===== config.mk =====
export PLATFORM = sky130hd
export DESIGN_NAME = e1_auto_alarm_gen
export DESIGN_NICKNAME = d
export VERILOG_FILES = /design/src/rtl/e1_alarm_pkg.sv /design/src/rtl/e1_alarm_mode_dec.sv /design/src/rtl/e1_crc4_search_timer.sv /design/src/rtl/e1_alarm_out_reg.sv /design/src/rtl/e1_auto_alarm_gen.sv
export SDC_FILE = /design/constraint.sdc
export NUM_CORES = 1
export LEC_CHECK = 0
export CORE_AREA = 2 2 39 41
export DETAILED_ROUTE_END_ITERATION = 8
export DIE_AREA = 0 0 41 43
export MAX_ROUTING_LAYER = met4
export PLACE_DENSITY = 0.69
export SLEW_MARGIN = 10
export SYNTH_ARGS = -nofsm -noshare
export SYNTH_HDL_FRONTEND = slang
export SYNTH_SLANG_ARGS = --single-unit

===== constraint.sdc =====
create_clock -name clk -period 2 [get_ports clk]
set_input_delay 0.4 -clock clk [delete_from_list [all_inputs] [get_ports clk]]
set_output_delay 0.4 -clock clk [all_outputs]
set_load 0.01 [all_outputs]

===== src/rtl/e1_alarm_pkg.sv =====
package e1_alarm_pkg;

  typedef enum logic [1:0] {
    MODE_OFF = 2'b00,
    MODE_AIS = 2'b01,
    MODE_RAI = 2'b10,
    MODE_BAD = 2'b11
  } alarm_mode_e;

  typedef struct packed {
    logic lof;
    logic ais;
    logic los;
  } rx_health_t;

  // Mode selection from the two enable bits.
  function automatic alarm_mode_e mode_of(input logic ais_bit, input logic rai_bit);
    return alarm_mode_e'({rai_bit, ais_bit});
  endfunction

  // Any receive defect triggers alarm forcing.
  function automatic logic rx_fault(input rx_health_t h);
    return h.lof | h.ais | h.los;
  endfunction

  // The search timer runs only while CRC4 is on and multiframe sync is missing.
  function automatic logic search_active(input logic en, input logic sync);
    return en & ~sync;
  endfunction

endpackage


===== src/rtl/e1_alarm_mode_dec.sv =====
module e1_alarm_mode_dec
  import e1_alarm_pkg::*;
(
  input  logic        ais_bit,
  input  logic        rai_bit,
  input  logic        lof,
  input  logic        ais_seen,
  input  logic        los,
  output alarm_mode_e mode,
  output logic        trigger
);

  rx_health_t health;

  always_comb begin
    health.lof = lof;
    health.ais = ais_seen;
    health.los = los;
    mode       = mode_of(ais_bit, rai_bit);
    trigger    = rx_fault(health);
  end

endmodule


===== src/rtl/e1_crc4_search_timer.sv =====
module e1_crc4_search_timer
  import e1_alarm_pkg::*;
#(
  parameter int TIMEOUT_TICKS = 400,
  localparam int CNT_W = $clog2(TIMEOUT_TICKS + 1)
) (
  input  logic             clk,
  input  logic             rst,
  input  logic             crc4_en,
  input  logic             mf_sync,
  input  logic             tick,
  output logic [CNT_W-1:0] count,
  output logic             timeout_hit
);

  localparam logic [CNT_W-1:0] LIMIT = CNT_W'(TIMEOUT_TICKS);

  logic searching;
  logic at_limit;

  always_comb begin
    searching   = search_active(crc4_en, mf_sync);
    at_limit    = (count == LIMIT);
    timeout_hit = searching & at_limit;
  end

  always_ff @(posedge clk) begin
    if (rst || !searching) begin
      count <= '0;
    end else if (tick && !at_limit) begin
      count <= count + 1'b1;
    end
  end

endmodule


===== src/rtl/e1_alarm_out_reg.sv =====
module e1_alarm_out_reg
  import e1_alarm_pkg::*;
(
  input  logic        clk,
  input  logic        rst,
  input  alarm_mode_e mode,
  input  logic        trigger,
  input  logic        timeout_hit,
  output logic        force_ais,
  output logic        force_rai,
  output logic        cfg_illegal
);

  logic ais_next;
  logic rai_next;
  logic bad_next;

  always_comb begin
    ais_next = (mode == MODE_AIS) & trigger;
    rai_next = (mode == MODE_RAI) & (trigger | timeout_hit);
    bad_next = (mode == MODE_BAD);
  end

  always_ff @(posedge clk) begin
    if (rst) begin
      force_ais   <= 1'b0;
      force_rai   <= 1'b0;
      cfg_illegal <= 1'b0;
    end else begin
      force_ais   <= ais_next;
      force_rai   <= rai_next;
      cfg_illegal <= bad_next;
    end
  end

endmodule


===== src/rtl/e1_auto_alarm_gen.sv =====
module e1_auto_alarm_gen
  import e1_alarm_pkg::*;
#(
  parameter int TIMEOUT_TICKS = 400
) (
  input  logic clk,
  input  logic rst,
  input  logic mode_ais_en,
  input  logic mode_rai_en,
  input  logic rx_lof,
  input  logic rx_ais,
  input  logic rx_los,
  input  logic crc4_en,
  input  logic crc4_mf_sync,
  input  logic tick_1ms,
  output logic force_ais,
  output logic force_rai,
  output logic cfg_illegal
);

  localparam int CNT_W = $clog2(TIMEOUT_TICKS + 1);

  alarm_mode_e      mode;
  logic             trigger;
  logic [CNT_W-1:0] timer_cnt;
  logic             timeout_hit;

  e1_alarm_mode_dec dec_i (
    .ais_bit  (mode_ais_en),
    .rai_bit  (mode_rai_en),
    .lof      (rx_lof),
    .ais_seen (rx_ais),
    .los      (rx_los),
    .mode     (mode),
    .trigger  (trigger)
  );

  e1_crc4_search_timer #(
    .TIMEOUT_TICKS (TIMEOUT_TICKS)
  ) tmr_i (
    .clk         (clk),
    .rst         (rst),
    .crc4_en     (crc4_en),
    .mf_sync     (crc4_mf_sync),
    .tick        (tick_1ms),
    .count       (timer_cnt),
    .timeout_hit (timeout_hit)
  );

  e1_alarm_out_reg out_i (
    .clk         (clk),
    .rst         (rst),
    .mode        (mode),
    .trigger     (trigger),
    .timeout_hit (timeout_hit),
    .force_ais   (force_ais),
    .force_rai   (force_rai),
    .cfg_illegal (cfg_illegal)
  );

endmodule


==> reports/metrics.yaml <==
setup_path:
  cp_slowest_cell: "or4_1"
  crit_fanout: 3
  critical_path_required_ns: 2.21
  crit_chain: "clkdlybuf4s50_1, or3b_1, or4_1, nand2_1"
  critPathKind: "in2reg"
  arrival_ns: 1.81
  end_kind: "flop"
  crit_path_max_incr_delay_ns: 0.50
  startpoint_type: "primary input"
pwr:
  ir_worst_vdd_v: 0.000230
  p_leak_uw: 0.000254
  powerDensity_nw_per_um2: 581
  finalPower_uw: 428
outcome:
  outcome: "complete, no violations"
clock_tree:
  clk_pin_slew_ns: 0.07
  htree_levels: 1
  clk-insertion-delay-late_ns: 0.26
  root_buffer: "clkbuf_4"
  cts_hold_buffers: 0
  post_cts_resized: 0
  ctsLongestPathBuffers: 2
  postCtsSetupRepairBufs: 0
  tritoncts: "built"
  numCtsBuffers: 3
  clkSinkCount: 12
global_routing:
  grt_pass1_wl_um: 1820
  antenna_found_initial: 0
  grt_pass1_vias: 421
  track_usage_pct: 15.1
  grt_remaining_overflow: 0
  grt_max_degree: 8
die:
  num_rows: 14
  start_util_pct: 40.2
  die-area_um2: 1760
  die_y_um: 43
  die_w_um: 41
  core_area_um2: 1380
  ios: 13
hold_path:
  hp-class: "reg2reg"
yosys:
  synth-seq-area-share_pct: 43.1
  ys_seq_elements: 12
  syn_nets: 74
  synth.distinct_cells: 24
  synth_area_um2: 557
  syn_avg_cell_area_um2: 8.98
  netlist_instances: 62
  yosysWarnings: 0
timing:
  worstMarginPinSlew_ns: 0.528
  rsz0062_at_grt: "no"
  fmax_mhz: 623
  fin_crit_sh_pct: 80.2
  tns_ns: 0
  finalClockSkew_ns: 0.000628
  hold_viol_final: 0
  report.final.slew_viol_count: 0
  max-slew-margin-rel_pct: 64.3
  fin_crit_ns: 1.60
  setup_viol: 0
final_layout:
  area_growth_pct: 32.4
  drive_gt1_share_pct: 8.86
  nFillCells: 135
  final_nets: 93
  final_cell_mix: "12 x clkdlybuf4s50_1, 12 x dfxtp_1, 8 x nand2_1"
  antenna_cells: 0
detailed_routing:
  dr_total_vias: 512
  drt_iter0_markers: 4
  dr.pass1.iters: 4
  drc: 0
  wirelength_um: 1090
  postRouteAntennaNets: 0
  wl_per_cell_um: 11.5
  via_per_inst: 5.39
placement:
  gp_congestion: 0.724
  place.detailed.hpwl_um: 877
  io_buffers: 12
run:
  maxCapViolCount: 0
## state kept, by name, indices dropped and copies added (netlist names)
name / count
out_i.cfg_illegal: 1
out_i.force_ais: 1
tmr_i.count: 9
out_i.force_rai: 1
## critical path: cells and delay by family
kind | cells | cell delay [ns]
buffers and inverters | 1 | 0.48
AND/OR/NAND/NOR | 3 | 0.93
## stage by stage
| stage | instances | utilization, % | instance area, µm² | setup slack (ns) | hold slack [ns] |
|---|---|---|---|---|---|
| after floorplan | 62 | - | 557 | 0.489 | 0.462 |
| final | 95 | 53.3 | 737 | 0.396 | 0.504 |
| after global routing | 95 | 53.3 | 737 | 0.355 | 0.545 |
| after detailed placement | 92 | 51.6 | 714 | 0.124 | 0.493 |
| after global placement | 92 | 51.6 | 714 | 0.131 | 0.485 |
| after CTS | 95 | 53.3 | 737 | 0.398 | 0.503 |
## per-layer routing
layer | part of all wire [%] | vias to the layer above | GRT usage, %
met5 | 0 | - | -
met4 | 1.3 | 0 | 6.00
met3 | 1.8 | 2 | 3.14
met2 | 48 | 6 | 20.3
met1 | 49 | 238 | 21.4
li1 | - | 266 | -
## path summary, 6_finish.rpt
path,start,end,slack [ns],cells after the start
max reg2reg,tmr_i.count[0],tmr_i.count[1],0.51,5
max,crc4_en,tmr_i.count[8],0.40,4
min reg2reg,tmr_i.count[7],tmr_i.count[7],0.50,2
min,tmr_i.count[7],tmr_i.count[7],0.50,2
## power by group
group,switching (µW),internal [µW],leakage (µW)
Clock,72.0,69.4,0.0000138
Sequential,1.76,242,0.0000971
Combinational,14.8,28.4,0.000143
## cells in the mapped netlist
master | number | area, µm²
a211o_1 | 1 | 8.76
a21boi_1 | 1 | 7.51
a21oi_1 | 5 | 25.0
and3b_2 | 1 | 10.0
buf_2 | 1 | 5.00
dfxtp_1 | 12 | 240
ha_1 | 2 | 25.0
inv_1 | 2 | 7.51
mux2i_1 | 2 | 20.0
nand2_1 | 8 | 30.0
nand3_1 | 2 | 10.0
nand4_1 | 5 | 31.3
nand4b_1 | 1 | 8.76
nor2_1 | 3 | 11.3
nor3_1 | 1 | 5.00
nor3b_1 | 1 | 7.51
nor4b_1 | 1 | 8.76
nor4bb_1 | 2 | 20.0
o211ai_1 | 1 | 7.51
o21ai_0 | 3 | 15.0
or3_1 | 3 | 18.8
or3b_1 | 1 | 8.76
or4_1 | 1 | 7.51
xor2_1 | 2 | 17.5
## cell families after synthesis
logic type,count (synthesis),synth area share (%)
fa+ha+maj,2,4.49
flops,12,43.1
buf+inv,3,2.25
compound gates,11,11.5
xor+xnor,2,3.15
simple gates,30,31.9
mux,2,3.60
## final cells by class
type	instances	area (µm²)	share of cell area, %
Inverter	2	7.51	1.02
Tap cell	16	20.0	2.72
Timing Repair Buffer	15	143	19.4
Clock buffer	3	22.5	3.06
Multi-Input combinational cell	47	304	41.3
Sequential cell	12	240	32.6
(Power assumes the default switching activity.)
